$ cat src/rtl/smb_alert_pkg.sv
package smb_alert_pkg;

  typedef enum logic [2:0] {
    ST_IDLE,
    ST_ADDR,
    ST_ACK,
    ST_REPLY,
    ST_SKIP
  } busStateT;

  // strobes from control to datapath
  typedef struct packed {
    logic clrCnt;
    logic shiftRx;
    logic driveAck;
    logic startReply;
    logic sampleArb;
    logic stepReply;
    logic finishReply;
    logic releaseSda;
  } strobeT;

  // conditions from datapath to control
  typedef struct packed {
    logic sclRise;
    logic sclFall;
    logic startSeen;
    logic stopSeen;
    logic byteDone;
    logic araHit;
    logic alertActive;
    logic idleHit;
  } busFlagsT;

endpackage

$ cat src/rtl/smb_alert_dp.sv
module smb_alert_dp
  import smb_alert_pkg::*;
#(
  parameter int          TIMEOUT_TICKS = 30,
  parameter int          OT_COUNT      = 3,
  parameter logic [6:0]  ADDR_LOW      = 7'h2F,
  parameter logic [6:0]  ADDR_OPEN     = 7'h2F,
  parameter logic [6:0]  ADDR_HIGH     = 7'h2E,
  parameter logic [6:0]  ARA_ADDR      = 7'h0C
) (
  input  logic                clk,
  input  logic                rstN,
  input  logic                sclIn,
  input  logic                sdaIn,
  input  logic                errFlag,
  input  logic [1:0]          addrSel,
  input  logic                tick,
  input  logic                maskClr,
  input  logic [OT_COUNT-1:0] overTempIn,
  input  strobeT              cmd,
  output busFlagsT            flags,
  output logic                sdaDrive,
  output logic                alertN,
  output logic                maskOn,
  output logic                busReset,
  output logic [6:0]          ownAddr,
  output logic [OT_COUNT-1:0] overTempN
);

  localparam int              CNT_W      = $clog2(TIMEOUT_TICKS + 1);
  localparam logic [CNT_W-1:0] IDLE_LIMIT = CNT_W'(TIMEOUT_TICKS);
  localparam logic [CNT_W-1:0] IDLE_LAST  = CNT_W'(TIMEOUT_TICKS - 1);
  localparam logic [CNT_W-1:0] CNT_ONE    = CNT_W'(1);
  localparam logic [7:0]       ARA_BYTE   = {ARA_ADDR, 1'b1};
  localparam logic [3:0]       BYTE_BITS  = 4'd8;

  logic             sclQ, sdaQ;
  logic             anyEdge;
  logic [CNT_W-1:0] idleCnt;
  logic             idleHitQ;
  logic [7:0]       rxByte;
  logic [6:0]       txBits;
  logic [3:0]       bitCnt;
  logic             lost;
  logic             driveQ;
  logic             maskQ;

  // previous line samples for edge and condition detection
  always_ff @(posedge clk) begin
    if (!rstN) begin
      sclQ <= 1'b1;
      sdaQ <= 1'b1;
    end else begin
      sclQ <= sclIn;
      sdaQ <= sdaIn;
    end
  end

  assign anyEdge = (sclIn ^ sclQ) | (sdaIn ^ sdaQ);

  // address-select decode
  always_comb begin
    case (addrSel)
      2'b00:   ownAddr = ADDR_LOW;
      2'b10:   ownAddr = ADDR_HIGH;
      default: ownAddr = ADDR_OPEN;
    endcase
  end

  // idle watchdog, saturating so one pulse per quiet period
  always_ff @(posedge clk) begin
    if (!rstN) begin
      idleCnt  <= '0;
      idleHitQ <= 1'b0;
    end else begin
      idleHitQ <= 1'b0;
      if (anyEdge) begin
        idleCnt <= '0;
      end else if (tick && idleCnt != IDLE_LIMIT) begin
        idleCnt <= idleCnt + CNT_ONE;
        if (idleCnt == IDLE_LAST) idleHitQ <= 1'b1;
      end
    end
  end

  // bit shifting, reply drive, arbitration tracking
  always_ff @(posedge clk) begin
    if (!rstN) begin
      rxByte <= '0;
      txBits <= '0;
      bitCnt <= '0;
      lost   <= 1'b0;
      driveQ <= 1'b0;
    end else begin
      if (cmd.clrCnt) begin
        bitCnt <= '0;
        lost   <= 1'b0;
      end
      if (cmd.shiftRx) begin
        rxByte <= {rxByte[6:0], sdaIn};
        bitCnt <= bitCnt + 4'd1;
      end
      if (cmd.driveAck) driveQ <= 1'b1;
      if (cmd.startReply) begin
        txBits <= {ownAddr[5:0], 1'b0};
        bitCnt <= '0;
        lost   <= 1'b0;
        driveQ <= ~ownAddr[6];
      end
      if (cmd.sampleArb) begin
        bitCnt <= bitCnt + 4'd1;
        if (!lost && !driveQ && !sdaIn) lost <= 1'b1;
      end
      if (cmd.stepReply) begin
        txBits <= {txBits[5:0], 1'b0};
        driveQ <= ~lost & ~txBits[6];
      end
      if (cmd.finishReply || cmd.releaseSda) driveQ <= 1'b0;
    end
  end

  // mask bit: clear strobe wins over a set in the same cycle
  always_ff @(posedge clk) begin
    if (!rstN)                            maskQ <= 1'b0;
    else if (maskClr)                     maskQ <= 1'b0;
    else if (cmd.finishReply && !lost)    maskQ <= 1'b1;
  end

  // over-temperature outputs, independent of the bus logic
  always_ff @(posedge clk) begin
    if (!rstN) overTempN <= '1;
    else       overTempN <= ~overTempIn;
  end

  assign flags.sclRise     = sclIn & ~sclQ;
  assign flags.sclFall     = ~sclIn & sclQ;
  assign flags.startSeen   = sclIn & sclQ & sdaQ & ~sdaIn;
  assign flags.stopSeen    = sclIn & sclQ & ~sdaQ & sdaIn;
  assign flags.byteDone    = (bitCnt == BYTE_BITS);
  assign flags.araHit      = (rxByte == ARA_BYTE);
  assign flags.alertActive = errFlag & ~maskQ;
  assign flags.idleHit     = idleHitQ;

  assign sdaDrive = driveQ;
  assign alertN   = ~(errFlag & ~maskQ);
  assign maskOn   = maskQ;
  assign busReset = idleHitQ;

endmodule

$ cat src/rtl/smb_alert_ctl.sv
module smb_alert_ctl
  import smb_alert_pkg::*;
(
  input  logic     clk,
  input  logic     rstN,
  input  busFlagsT flags,
  output strobeT   cmd,
  output busStateT busState
);

  busStateT nextState;

  always_comb begin
    cmd       = '0;
    nextState = busState;
    if (flags.idleHit) begin
      cmd.releaseSda = 1'b1;
      nextState      = ST_IDLE;
    end else if (flags.startSeen) begin
      cmd.clrCnt     = 1'b1;
      cmd.releaseSda = 1'b1;
      nextState      = ST_ADDR;
    end else if (flags.stopSeen) begin
      cmd.releaseSda = 1'b1;
      nextState      = ST_IDLE;
    end else begin
      case (busState)
        ST_ADDR: begin
          if (flags.sclRise) begin
            cmd.shiftRx = 1'b1;
          end else if (flags.sclFall && flags.byteDone) begin
            if (flags.araHit && flags.alertActive) begin
              cmd.driveAck = 1'b1;
              nextState    = ST_ACK;
            end else begin
              nextState = ST_SKIP;
            end
          end
        end
        ST_ACK: begin
          if (flags.sclFall) begin
            cmd.startReply = 1'b1;
            nextState      = ST_REPLY;
          end
        end
        ST_REPLY: begin
          if (flags.sclRise) begin
            cmd.sampleArb = 1'b1;
          end else if (flags.sclFall) begin
            if (flags.byteDone) begin
              cmd.finishReply = 1'b1;
              nextState       = ST_SKIP;
            end else begin
              cmd.stepReply = 1'b1;
            end
          end
        end
        default: ;
      endcase
    end
  end

  always_ff @(posedge clk) begin
    if (!rstN) busState <= ST_IDLE;
    else       busState <= nextState;
  end

endmodule

$ cat src/rtl/smb_alert_top.sv
module smb_alert_top
  import smb_alert_pkg::*;
#(
  parameter int          TIMEOUT_TICKS = 30,
  parameter int          OT_COUNT      = 3,
  parameter logic [6:0]  ADDR_LOW      = 7'h2F,
  parameter logic [6:0]  ADDR_OPEN     = 7'h2F,
  parameter logic [6:0]  ADDR_HIGH     = 7'h2E,
  parameter logic [6:0]  ARA_ADDR      = 7'h0C
) (
  input  logic                clk,
  input  logic                rstN,
  input  logic                sclIn,
  input  logic                sdaIn,
  input  logic                errFlag,
  input  logic [1:0]          addrSel,
  input  logic                tick,
  input  logic                maskClr,
  input  logic [OT_COUNT-1:0] overTempIn,
  output logic                alertN,
  output logic                sdaPullDown,
  output logic                busReset,
  output logic [6:0]          ownAddr,
  output logic [OT_COUNT-1:0] overTempN
);

  strobeT   cmdBus;
  busFlagsT flagBus;
  busStateT busState;
  logic     maskOn;

  smb_alert_ctl u_ctl (
    .clk      (clk),
    .rstN     (rstN),
    .flags    (flagBus),
    .cmd      (cmdBus),
    .busState (busState)
  );

  smb_alert_dp #(
    .TIMEOUT_TICKS (TIMEOUT_TICKS),
    .OT_COUNT      (OT_COUNT),
    .ADDR_LOW      (ADDR_LOW),
    .ADDR_OPEN     (ADDR_OPEN),
    .ADDR_HIGH     (ADDR_HIGH),
    .ARA_ADDR      (ARA_ADDR)
  ) u_dp (
    .clk        (clk),
    .rstN       (rstN),
    .sclIn      (sclIn),
    .sdaIn      (sdaIn),
    .errFlag    (errFlag),
    .addrSel    (addrSel),
    .tick       (tick),
    .maskClr    (maskClr),
    .overTempIn (overTempIn),
    .cmd        (cmdBus),
    .flags      (flagBus),
    .sdaDrive   (sdaPullDown),
    .alertN     (alertN),
    .maskOn     (maskOn),
    .busReset   (busReset),
    .ownAddr    (ownAddr),
    .overTempN  (overTempN)
  );

endmodule

$ cat config.mk
export PLATFORM = sky130hd
export DESIGN_NAME = smb_alert_top
export DESIGN_NICKNAME = d
export VERILOG_FILES = /design/src/rtl/smb_alert_pkg.sv /design/src/rtl/smb_alert_dp.sv /design/src/rtl/smb_alert_ctl.sv /design/src/rtl/smb_alert_top.sv
export SDC_FILE = /design/constraint.sdc
export NUM_CORES = 1
export LEC_CHECK = 0
export BUFFER_PORTS_ARGS = -buffer_cell sky130_fd_sc_hd__buf_2
export CORE_ASPECT_RATIO = 0.8
export CORE_MARGIN = 5
export CORE_UTILIZATION = 60
export CTS_BUF_LIST = sky130_fd_sc_hd__clkbuf_8
export DETAILED_ROUTE_END_ITERATION = 8
export HOLD_SLACK_MARGIN = 0.15
export PLACE_DENSITY = 0.82
export SLEW_MARGIN = 20
export SYNTH_ARGS = -nofsm -noshare
export SYNTH_HDL_FRONTEND = slang
export SYNTH_SLANG_ARGS = --single-unit
$ cat constraint.sdc
create_clock -name clk -period 2.3 [get_ports clk]
set_input_delay 0.115 -clock clk [delete_from_list [all_inputs] [get_ports clk]]
set_output_delay 0.115 -clock clk [all_outputs]
set_load 0.02 [all_outputs]
# Word level (Yosys, flattened, before mapping)
# Index checks and enable logic that the tools add are counted.
[word_totals]
reg_bits = 35
latchBits = 0
ramBits = 0
mem_bits_ro = 0
wordCells = 126
memories = 0
[classes]
n_addsub = 2
multipliers = 0
div_mod_pow = 0
n_lt_le_gt_ge = 0
n_eq_ne = 20
shifts = 0
n_mux = 44
bitwise = 24
n_reduce_logical = 23
[op_table]
columns = ["cell", "count"]
rows = [
  ["$mux W3", 8],
  ["$mux W1", 23],
  ["$mux W7", 3],
  ["$mux W4", 4],
  ["$ne A4 B3 Y1 const B", 4],
  ["$reduce_and A7 Y1", 2],
  ["$mux W6", 2],
  ["$not A1 Y1", 10],
  ["$and A1 B1 Y1", 9],
  ["$pmux W3 S3", 1],
  ["$eq A8 B5 Y1 const B", 1],
  ["$ne A2 B1 Y1 const B", 4],
  ["$ne A4 B4 Y1 const B", 2],
  ["$reduce_or A2 Y1", 4],
  ["$eq A3 B2 Y1 const B", 2],
  ["$logic_and A1 B1 Y1", 6],
  ["$mux W2", 3],
  ["$reduce_bool A3 Y1", 2],
  ["$add A5 B1 Y5 const B", 1],
  ["$eq A5 B5 Y1 const B", 1],
  ["$ne A5 B5 Y1 const B", 1],
  ["$reduce_bool A5 Y1", 1],
  ["$add A4 B1 Y4 const B", 1],
  ["$eq A4 B4 Y1 const B", 1],
  ["13 further kinds", 17],
]

# Longest topological paths before layout
# Gate-level depths: netlist of run 1.
[depth]
ltp_word = 14
mapped_depth = 7
mapped_depth_nobuf = 6

# Hierarchy
# Synthesis of run 1 repeated with hierarchy kept, for this count alone.
[unflattened]
hier_cells = 191
area_unflattened_um2 = 1706.6
[modules_own_cells]
columns = ["mod", "instances", "cells_each", "area_per_inst_um2", "seq_area_each_um2"]
rows = [
  ["smb_alert_dp", 1, 160, 1470.2, 640.6],
  ["smb_alert_ctl", 1, 31, 236.5, 60.1],
]

# Least setup slack after synthesis of run 1
# OpenSTA, ideal clock, no wires.
[synth_timing]
kind = "register to register"
start = "reg u_dp.sclQ"
end = "reg u_dp.bitCnt[0]"
setup_ps = 72
t_arrival_ps = 1502
setup_slack_ps = 726
path_stages_with_launch = 6
path_buffers = 0
synth_period_minus_slack_ps = 1574
path_cell_list = "dfxtp_1 -> ha_1 -> nand2_1 -> a221o_2 -> a21oi_1 -> mux2i_1"
[synth_via]
elab_chain_cells = 10
[synth_rtl]
columns = ["item", "line", "text"]
rows = [
  ["from (decl)", "smb_alert_dp.sv:37", "logic sclQ, sdaQ;"],
  ["from (signal assigned)", "smb_alert_dp.sv:54", "sclQ <= sclIn;"],
  ["$not A1 Y1", "smb_alert_dp.sv:135", "assign flags.sclRise = sclIn & ~sclQ;"],
  ["$and A1 B1 Y1", "smb_alert_dp.sv:135", ""],
  ["$mux W1", "smb_alert_ctl.sv:29, smb_alert_ctl.sv:47", ""],
  ["$mux W2", "smb_alert_ctl.sv:27", "case (busState)"],
  ["$mux W6", "smb_alert_ctl.sv:23", "end else if (flags.stopSeen) begin"],
  ["$mux W6", "smb_alert_ctl.sv:19", "end else if (flags.startSeen) begin"],
  ["$mux W7 *", "smb_alert_ctl.sv:16", "if (flags.idleHit) begin"],
  ["$mux W4", "smb_alert_dp.sv:99", "if (cmd.shiftRx) begin"],
  ["$mux W4", "smb_alert_dp.sv:104", "if (cmd.startReply) begin"],
  ["$mux W4", "smb_alert_dp.sv:110", "if (cmd.sampleArb) begin"],
  ["to (signal assigned)", "smb_alert_dp.sv:101", "bitCnt <= bitCnt + 4'd1;"],
  ["to (signal assigned)", "smb_alert_dp.sv:111", "bitCnt <= bitCnt + 4'd1;"],
  ["to (decl)", "smb_alert_dp.sv:43", "logic [3:0] bitCnt;"],
]
# Mark *: on every way between the ends. The rest lies on a longest branch, timed or not.
# A chain may end at the register's enable or synchronous reset.

# Worst setup path in the final report of run 1
[layout_timing]
start = "in sclIn"
end = "reg u_dp.rxByte[0]"
[layout_via]
elab_chain_cells = 6
[layout_rtl]
columns = ["item", "line", "text"]
rows = [
  ["from (decl)", "smb_alert_top.sv:13", "input logic sclIn,"],
  ["$and A1 B1 Y1 (on tied branches)", "smb_alert_dp.sv:135, smb_alert_dp.sv:137, smb_alert_dp.sv:138", ""],
  ["$mux W1 / $and A1 B1 Y1 (equally long branches)", "smb_alert_ctl.sv:29, smb_alert_dp.sv:138", ""],
  ["$mux W2 / $and A1 B1 Y1 (equally long branches)", "smb_alert_ctl.sv:27, smb_alert_dp.sv:138", ""],
  ["$mux W6", "smb_alert_ctl.sv:23", ""],
  ["$mux W6 *", "smb_alert_ctl.sv:19", ""],
  ["$mux W7 *", "smb_alert_ctl.sv:16", ""],
  ["to (signal assigned)", "smb_alert_dp.sv:100", "rxByte <= {rxByte[6:0], sdaIn};"],
  ["to (decl)", "smb_alert_dp.sv:41", "logic [7:0] rxByte;"],
]
# Marks and branches as above.

==> summary.txt, run 1 <==
synth warn: 0
count of buffers inserted at the top-level ports: 18
Cell Area, Placed: 1900 sq um
ys flop type: dfxtp_1
CP Data Arrival Time: 2130 ps
Slew HR: 51.0%
Final ANT Viol Nets: 0
DR WL met2: 1640 microns
Syn Area/Cell: 9.32 sq um
Cell Int Power: 981 uW
FMAX: 506 MHz
detailed-route via count: 1478
PD cells: 619 nW/um^2
post-route cell area: 2080 sq um
register area share after synthesis: 37.0%
max-cap violations: 0
Peak VDD IR: 528 uV
placed insts: 250
first-pass GRT wire length: 6020 microns
hold_ws: 159 ps
cts bufs inserted: 5
fillers: 249
Worst EP required: 2450 ps
P&R area growth vs syn: 9.92%
ys async rst share: 0%
Final Hold Fails: 0
Initial Util: 61.8%
synthesized cell area: 1890 sq um
status: finished clean
Max H-tree Level: 2
wl on met1: 1720 microns
Die ar.: 4380 sq um
grt total ovfl: 0
Netlist cell types: 53
synth cell count leaders: dfxtp_1 (35), nand2_1 (25), nand3_1 (17)
clock share of power: 42.7%
core box area: 3060 sq um
area leader, netlist: dfxtp_1
Post-DP HPWL: 2480 microns
most numerous cell in the Yosys netlist: dfxtp_1
final WL: 3620 microns
Std-Cell Rows: 18
CTS root buf: clkbuf_8
critical-path cell list: dlygate4sd3_1 > buf_2 > ha_1 > nand3b_4 > a2111oi_4 > o21ai_0
Combinational Power Share: 8.9%
largest net degree at the start of global routing: 29
vias per cell: 5.58
Slew @ Worst Pin: 735 ps
Max Fanout on Critical Path: 16
gr usage total: 18.0%
synth top area cells: dfxtp_1 (37%), ha_1 (5.3%), nand2_1 (5.0%)
CTS clock-pin slew for the worst setup and hold paths: 70 ps
Die Span Y: 60.2 microns
Resized cells post-CTS: 0
total clock sinks: 35
DRC: 0
sw frac: 23.8%
RSZ-0062 raised after global routing: no
Ports: 25
CTS Buffer Depth: 2
net load switching power: 307 uW
crit-path max cell delay: 720 ps
final worst clock skew: 4.97 ps
Post-Syn Instances: 203
CP Capture Type: flip-flop
Setup TNS: 0 ps
highest routed layer: met4
Nets: 244
critical path launch point type: input port
Setup CP Type: in -> reg
Final Setup Violations: 0
vias in the first global route: 1330
Slew Limit Fails: 0
sequential share of power: 48.4%
antenna cell count: 0
worst skew pair latency: 290 ps
Initial DRC Count: 75
Die Span X: 72.8 microns
Synth Register Bits: 35
share of the synthesized area in the top cell type: 37.0%
Period minus WS final: 1980 ps
Leak: 0.000853 uW
final worst-path cycle share: 86.0%
initial antenna violation count: 0
drt wl/cell: 13.6 microns
slowest CP cell: a2111oi_4
CTS tree: yes
layout cell share with drive strength beyond 1: 17.3%
hold crit path type: in -> reg
met3 wire length: 192 microns
EDFF count, synth: 0
total power: 1290 uW
first-pass detailed-route iteration total: 4
routability cong.: 0.805
Finished Layout Cells: 265
-- metrics by stage --
step | utilization [%] | setup WS [ps]
2_1_floorplan | - | 726
3_3_place_gp | 61.9 | 507
3_5_place_dp | 61.9 | 437
4_1_cts | 67.9 | 342
5_1_grt | 67.9 | 103
6_report | 67.9 | 323
-- worst paths after layout --
kind,startpoint,endpoint,slack [ps],depth (start not counted)
worst min-delay path,rstN,u_ctl.busState[0]$_SDFFE_PP0P_,160,3
worst max-delay path,sclIn,u_dp.rxByte[0]$_SDFFE_PN0N_,320,6
worst min register to register,u_dp.rxByte[7]$_SDFFE_PN0N_,u_dp.rxByte[7]$_SDFFE_PN0N_,460,2
worst max register to register,u_dp.sclQ$_SDFF_PN1_,u_dp.rxByte[0]$_SDFFE_PN0N_,430,5
-- power by group through the flow --
stage | Sequential, uW | Combinational [uW] | Clock, uW
global placement | 637 | 102 | 0
global route | 624 | 127 | 586
CTS | 623 | 114 | 564
finish | 624 | 115 | 550
detailed placement | 637 | 104 | 0
floorplan | 637 | 90.3 | 0
-- cell type report --
type                       instances  area (sq um)  area share (%)
clock buffer                       5          68.8            3.31
clock inverter                     3          43.8            2.11
inverter                           7          26.3            1.26
multi-input combinational        149          1020            49.2
sequential                        35           701            33.7
tap                               40          50.0            2.41
timing repair buffer              26           168            8.06
-- cells by family (layout without fill, tap and decap cells) --
family / count (synthesis) / after routing / synth area share [%]
other cells: 2 / 6 / 0.397
mux: 3 / 3 / 1.59
simple gates: 86 / 86 / 26.2
fa+ha+maj: 8 / 8 / 5.29
compound gates: 41 / 41 / 16.5
flops: 35 / 35 / 37.0
buf+inv: 23 / 41 / 9.72
xor+xnor: 5 / 5 / 3.31
-- sequential cells by signal, summed over array words and instances (netlist names) --
name,flops
u_ctl.busState,3
u_dp.sdaQ,1
u_dp.lost,1
u_dp.idleCnt,5
u_dp.txBits,6
u_dp.bitCnt,4
u_dp.sclQ,1
u_dp.sdaDrive,1
u_dp.busReset,1
u_dp.overTempN,3
u_dp.maskOn,1
u_dp.rxByte,8
-- critical path: cells and delay by family --
family	cells	cell delay [ps]
buffers and inverters	2	650
AND/OR/NAND/NOR	1	130
AO/OA/AOI/OAI	2	920
adder cells (fa/ha/maj)	1	310
-- per-layer routing --
metal / vias to the layer above / GRT usage (%)
li1: 759 / -
met1: 676 / 24.0
met2: 36 / 27.1
met5: - / 0
met3: 7 / 4.71
met4: 0 / 8.42
-- cells in the final DEF (no fill, tap or decap), drive strengths merged, types with 2 or more instances in the layout --
| master | synthesis | routed |
|---|---|---|
| nand4 | 4 | 4 |
| conb | 2 | 6 |
| nor2b | 2 | 2 |
| o211ai | 3 | 3 |
| o221a | 4 | 4 |
| clkinv | 0 | 2 |
| xor2 | 4 | 4 |
| nand3 | 17 | 17 |
| ha | 8 | 8 |
| nor2 | 8 | 8 |
| and3 | 2 | 2 |
| inv | 7 | 7 |
| nor3b | 3 | 3 |
| o21a | 2 | 2 |
| a211oi | 2 | 2 |
| mux2i | 3 | 3 |
| a21oi | 8 | 8 |
| nor3 | 3 | 3 |
| nand2 | 25 | 25 |
| buf | 9 | 19 |
| dfxtp | 35 | 35 |
| and2 | 3 | 3 |
| o21ai | 9 | 9 |
| clkbuf | 6 | 5 |
| dlygate4sd3 | 0 | 7 |
| nand2b | 7 | 7 |
| nand3b | 5 | 5 |
-- repair_timing --
item	in CTS	in global routing
buffers inserted	0	0
hold buffers	7	0
hold endpoints to repair	7	0
Power figures use the tool's default switching activity.
==> inputs of run 2 (changes only) <==
BUFFER_PORTS_ARGS = -buffer_cell sky130_fd_sc_hd__buf_4   (was -buffer_cell sky130_fd_sc_hd__buf_2)
CTS_CLUSTER_SIZE = 24   (was not set)
==> run 2 against run 1 <==
Compared with the run above:
- via count increased by 1.2%
- non-clock buffer count decreased by 1
- setup slack got worse by 47 ps
- final cell count decreased by 0.38%
- register-to-register slack got worse by 50 ps
- sequential power about the same
- largest cell class unchanged
==> summary.txt, run 2 (synthesized netlist as in run 1, its figures left out) <==
PD cells: 553 nW/um^2 (was 619 nW/um^2)
Final Setup Violations: 0 (unchanged)
status: finished clean (unchanged)
total clock sinks: 35 (unchanged)
Combinational Power Share: 10.5% (was 8.9%)
final worst clock skew: 3.49 ps (was 4.97 ps)
sequential share of power: 54.1% (was 48.4%)
Peak VDD IR: 527 uV (was 528 uV)
Cell Int Power: 869 uW (was 981 uW)
Initial Util: 61.8% (unchanged)
grt total ovfl: 0 (unchanged)
Worst EP required: 2430 ps (was 2450 ps)
CTS root buf: clkbuf_8 (unchanged)
fillers: 274 (was 249)
Setup CP Type: in -> reg (unchanged)
Slew HR: 50.2% (was 51.0%)
Reg-to-Reg Start: u_dp.sclQ$_SDFF_PN1_ (unchanged)
Slew @ Worst Pin: 746 ps (was 735 ps)
vias per cell: 5.66 (was 5.58)
hold crit path type: in -> reg (unchanged)
reg-to-reg endpoint: u_dp.rxByte[6]$_SDFFE_PN0N_ (was u_dp.rxByte[0]$_SDFFE_PN0N_)
layout cell share with drive strength beyond 1: 16.1% (was 17.3%)
r2r worst-path depth: 5 (unchanged)
Final Hold Fails: 0 (unchanged)
Period minus WS final: 2020 ps (was 1980 ps)
hold_ws: 177 ps (was 159 ps)
drt wl/cell: 14.1 microns (was 13.6 microns)
Die Span Y: 60.2 microns (unchanged)
Max Fanout on Critical Path: 16 (unchanged)
Place WS: 380 ps (was 437 ps)
sw frac: 24.7% (was 23.8%)
critical path launch point type: input port (unchanged)
first-pass GRT wire length: 6230 microns (was 6020 microns)
gr usage total: 18.6% (was 18.0%)
most frequent cells in the layout: dfxtp_1 (35), nand2_1 (25), buf_4 (18) (was dfxtp_1 (35), nand2_1 (25), buf_2 (18))
Ports: 25 (unchanged)
Largest Register: u_dp.rxByte (unchanged)
clock share of power: 35.4% (was 42.7%)
max-cap violations: 0 (unchanged)
CTS clock-pin slew for the worst setup and hold paths: 60 ps (was 70 ps)
FMAX: 494 MHz (was 506 MHz)
RSZ-0062 raised after global routing: no (unchanged)
Final ANT Viol Nets: 0 (unchanged)
CTS Buffer Depth: 2 (unchanged)
Max H-tree Level: 2 (unchanged)
top flop regs: u_dp.rxByte (8), u_dp.txBits (6), u_dp.idleCnt (5) (unchanged)
first-pass detailed-route iteration total: 4 (unchanged)
initial antenna violation count: 0 (unchanged)
post-route cell area: 2090 sq um (was 2080 sq um)
CP Data Arrival Time: 2160 ps (was 2130 ps)
Reg2Reg Setup Slack: 380 ps (was 430 ps)
net load switching power: 285 uW (was 307 uW)
Die ar.: 4380 sq um (unchanged)
final WL: 3720 microns (was 3620 microns)
largest net degree at the start of global routing: 36 (was 29)
Die Span X: 72.8 microns (unchanged)
worst skew pair latency: 280 ps (was 290 ps)
antenna cell count: 0 (unchanged)
Slew Limit Fails: 0 (unchanged)
routability cong.: 0.832 (was 0.805)
Leak: 0.000858 uW (was 0.000853 uW)
detailed-route via count: 1495 (was 1478)
final worst-path cycle share: 88.0% (was 86.0%)
CTS tree: yes (unchanged)
P&R area growth vs syn: 10.3% (was 9.92%)
number of flip-flops in the largest register: 8 (unchanged)
worst hold path depth: 2 (was 3)
cts bufs inserted: 5 (unchanged)
Std-Cell Rows: 18 (unchanged)
final worst slack: 276 ps (was 323 ps)
CP Capture Type: flip-flop (unchanged)
Post-DP HPWL: 2590 microns (was 2480 microns)
Hold EP: u_dp.overTempN[2]$_SDFF_PN1_ (was u_ctl.busState[0]$_SDFFE_PP0P_)
Cell Area, Placed: 1930 sq um (was 1900 sq um)
most common cell after layout, fill and taps aside: dfxtp_1 (unchanged)
vias in the first global route: 1414 (was 1330)
count of buffers inserted at the top-level ports: 18 (unchanged)
Setup TNS: 0 ps (unchanged)
Initial DRC Count: 133 (was 75)
Nets: 243 (was 244)
core box area: 3060 sq um (unchanged)
DRC: 0 (unchanged)
worst min-delay path startpoint: rstN (unchanged)
==> run 2: layout make-up <==
| type | count | area [sq um] | area share (%) |
|---|---|---|---|
| Clock buffer | 5 | 68.8 | 3.30 |
| Clock inverter | 3 | 12.5 | 0.600 |
| Inverter | 7 | 26.3 | 1.26 |
| Multi-Input combinational cell | 149 | 1020 | 49.0 |
| Sequential cell | 35 | 701 | 33.6 |
| Tap cell | 40 | 50.0 | 2.40 |
| Timing Repair Buffer | 25 | 205 | 9.84 |
==> run 2: worst max path at each step <==
stage / start / to / cells past startpoint
2_1_floorplan: u_dp.sclQ$_SDFF_PN1_ / u_dp.bitCnt[0]$_SDFFE_PN0P_ / 5
3_3_place_gp: u_dp.sclQ$_SDFF_PN1_ / u_dp.rxByte[4]$_SDFFE_PN0N_ / 5
3_5_place_dp: u_dp.sclQ$_SDFF_PN1_ / u_dp.rxByte[6]$_SDFFE_PN0N_ / 5
4_1_cts: sclIn / u_dp.rxByte[6]$_SDFFE_PN0N_ / 6
5_1_grt: sclIn / u_dp.rxByte[6]$_SDFFE_PN0N_ / 6
6_report: sclIn / u_dp.rxByte[6]$_SDFFE_PN0N_ / 6
==> run 2: what timing repair did <==
action	4_1_cts	5_1_grt
buffers inserted	0	0
endpoints found under the hold margin	8	0
hold buffers	7	0
resized for setup	0	0
==> run 2: stage by stage <==
| step | utilization (%) | cells | total power, uW |
|---|---|---|---|
| CTS | 68.1 | 264 | 1160 |
| global placement | 63.2 | 249 | 744 |
| global route | 68.1 | 264 | 1210 |
| floorplan | - | 207 | 727 |
| finish | 68.1 | 264 | 1150 |
| detailed placement | 63.2 | 249 | 748 |
==> run 2: power groups by stage <==
stage / Combinational [uW] / Clock [uW] / Sequential [uW]
2_1_floorplan: 90.3 / 0 / 637
3_3_place_gp: 106 / 0 / 637
3_5_place_dp: 110 / 0 / 638
4_1_cts: 120 / 416 / 624
5_1_grt: 133 / 448 / 625
6_report: 121 / 409 / 625
==> run 2: metal layers <==
layer	vias up	global-route usage (%)	part of all wire, %
met5	-	0	0
li1	758	-	-
met2	27	31.1	50
met3	5	4.54	3.8
met4	0	10.0	1.4
met1	705	22.0	45
==> run 2: worst max-delay path, stage by stage <==
cell and delay, ps:
dlygate4sd3_1 530, buf_4 120, ha_1 310, nand3b_4 130, a2111oi_4 730, o21ai_0 210
==> inputs of run 3 (changes only) <==
CORE_ASPECT_RATIO = not set   (was 0.8)
==> run 3 against run 2 <==
Compared with the run above:
- register-to-register slack about the same
- final area grew 2.0%
- combinational power hardly changed
- via count decreased by 1.1%
- sequential share of layout area decreased by 0.65 points
- wire length up 1.3%
- clock-buffer cell count grew 1
- largest cell class unchanged
==> summary.txt, run 3 (synthesized netlist as in run 1, its figures left out) <==
met3 wire length: 116 microns (was 140 microns)
critical path launch point type: input port (unchanged)
vias per cell: 5.52 (was 5.66)
Period minus WS final: 1980 ps (was 2020 ps)
layout cell share with drive strength beyond 1: 17.0% (was 16.1%)
first-pass GRT wire length: 6300 microns (was 6230 microns)
routability cong.: 0.829 (was 0.832)
DRC: 0 (unchanged)
number of flip-flops in the largest register: 8 (unchanged)
RSZ-0062 raised after global routing: no (unchanged)
Ports: 25 (unchanged)
Largest Register: u_dp.rxByte (unchanged)
Slew HR: 52.2% (was 50.2%)
Die Span X: 66.2 microns (was 72.8 microns)
vias in the first global route: 1398 (was 1414)
Final Hold Fails: 0 (unchanged)
gr usage total: 18.9% (was 18.6%)
detailed-route via count: 1479 (was 1495)
max-cap violations: 0 (unchanged)
Leak: 0.000868 uW (was 0.000858 uW)
Slew Limit Fails: 0 (unchanged)
core box area: 3030 sq um (was 3060 sq um)
Die ar.: 4380 sq um (about the same)
worst skew pair latency: 290 ps (was 280 ps)
count of buffers inserted at the top-level ports: 18 (unchanged)
Setup TNS: 0 ps (unchanged)
most frequent cells in the layout: dfxtp_1 (35), nand2_1 (25), buf_4 (18) (unchanged)
Cell Int Power: 1020 uW (was 869 uW)
Std-Cell Rows: 20 (was 18)
CP Data Arrival Time: 2130 ps (was 2160 ps)
Max H-tree Level: 2 (unchanged)
highest routed layer: met4 (unchanged)
Final Setup Violations: 0 (unchanged)
antenna cell count: 0 (unchanged)
hold_ws: 164 ps (was 177 ps)
Combinational Power Share: 9.2% (was 10.5%)
Worst EP required: 2450 ps (was 2430 ps)
CP Capture Type: flip-flop (unchanged)
CTS clock-pin slew for the worst setup and hold paths: 70 ps (was 60 ps)
net load switching power: 302 uW (was 285 uW)
hold crit path type: in -> reg (unchanged)
CTS tree: yes (unchanged)
most common cell after layout, fill and taps aside: dfxtp_1 (unchanged)
initial antenna violation count: 0 (unchanged)
Max Fanout on Critical Path: 16 (unchanged)
Reg2Reg Setup Slack: 390 ps (was 380 ps)
Peak VDD IR: 519 uV (was 527 uV)
Final ANT Viol Nets: 0 (unchanged)
DR WL met2: 1930 microns (was 1850 microns)
grt total ovfl: 0 (unchanged)
Setup CP Type: in -> reg (unchanged)
CTS Buffer Depth: 2 (unchanged)
total clock sinks: 35 (unchanged)
largest net degree at the start of global routing: 36 (unchanged)
FMAX: 505 MHz (was 494 MHz)
sequential share of power: 47.4% (was 54.1%)
CTS root buf: clkbuf_8 (unchanged)
Post-DP HPWL: 2730 microns (was 2590 microns)
Slew @ Worst Pin: 717 ps (was 746 ps)
PD cells: 620 nW/um^2 (was 553 nW/um^2)
sw frac: 22.9% (was 24.7%)
status: finished clean (unchanged)
Initial Util: 62.5% (was 61.8%)
final WL: 3760 microns (was 3720 microns)
final worst-path cycle share: 86.2% (was 88.0%)
first-pass detailed-route iteration total: 4 (unchanged)
wl on met1: 1680 microns (about the same)
top flop regs: u_dp.rxByte (8), u_dp.txBits (6), u_dp.idleCnt (5) (unchanged)
Die Span Y: 66.2 microns (was 60.2 microns)
P&R area growth vs syn: 12.4% (was 10.3%)
clock share of power: 43.4% (was 35.4%)
drt wl/cell: 14.0 microns (was 14.1 microns)
Initial DRC Count: 107 (was 133)
cts bufs inserted: 5 (unchanged)
total power: 1320 uW (was 1150 uW)
final worst clock skew: 2.78 ps (was 3.49 ps)
Nets: 243 (unchanged)
## run 3: cell count changes in the layout (fill, tap and decap cells not counted)
cell / change
inv_1: -2
clkbuf_8: +1
bufinv_16: +1
## run 3: path summary, 6_finish.rpt
check / start / to / depth (start not counted)
max reg2reg: u_dp.sclQ$_SDFF_PN1_ / u_dp.rxByte[1]$_SDFFE_PN0N_ / 5
min: rstN / u_dp.overTempN[2]$_SDFF_PN1_ / 2
min reg2reg: u_dp.rxByte[7]$_SDFFE_PN0N_ / u_dp.rxByte[7]$_SDFFE_PN0N_ / 2
max: sclIn / u_dp.rxByte[1]$_SDFFE_PN0N_ / 6
## run 3: final cells by class
class                      count  area (sq um)
timing repair buffer          25           205
tap                           44          55.1
multi-input combinational    149          1020
sequential                    35           701
clock buffer                   6          82.6
clock inverter                 2          35.0
inverter                       7          26.3
fill                         223           901
## run 3: what timing repair did
action                                 CTS  global route
resized for setup                        0             0
setup buffers                            0             0
hold buffers                             7             0
endpoints found under the hold margin    8             0
setup endpoints to repair                0             0
## run 3: critical path, cell delays in order
cell and delay [ps]:
dlygate4sd3_1 530, buf_4 120, ha_1 310, nand3b_4 130, a2111oi_4 710, o21ai_0 200
## run 3: per-stage QoR
step / area, sq um / setup slack, ps / cells / util, %
after floorplan: 1910 / 726 / 207 / -
after global placement: 1940 / 505 / 253 / 64.0
after detailed placement: 1940 / 391 / 253 / 64.0
after CTS: 2130 / 319 / 268 / 70.2
after global routing: 2130 / 182 / 268 / 70.2
final: 2130 / 318 / 268 / 70.2
## run 3: power groups by stage
stage	Clock [uW]	Sequential (uW)	Combinational, uW
global placement	0	637	107
global route	607	625	133
CTS	579	624	121
finish	572	624	122
floorplan	0	637	90.3
detailed placement	0	638	111
## run 3: per-layer routing
layer | GRT usage, % | vias up
met1 | 21.6 | 697
met5 | 0 | -
met2 | 32.8 | 23
met3 | 6.12 | 5
li1 | - | 754
met4 | 6.35 | 0
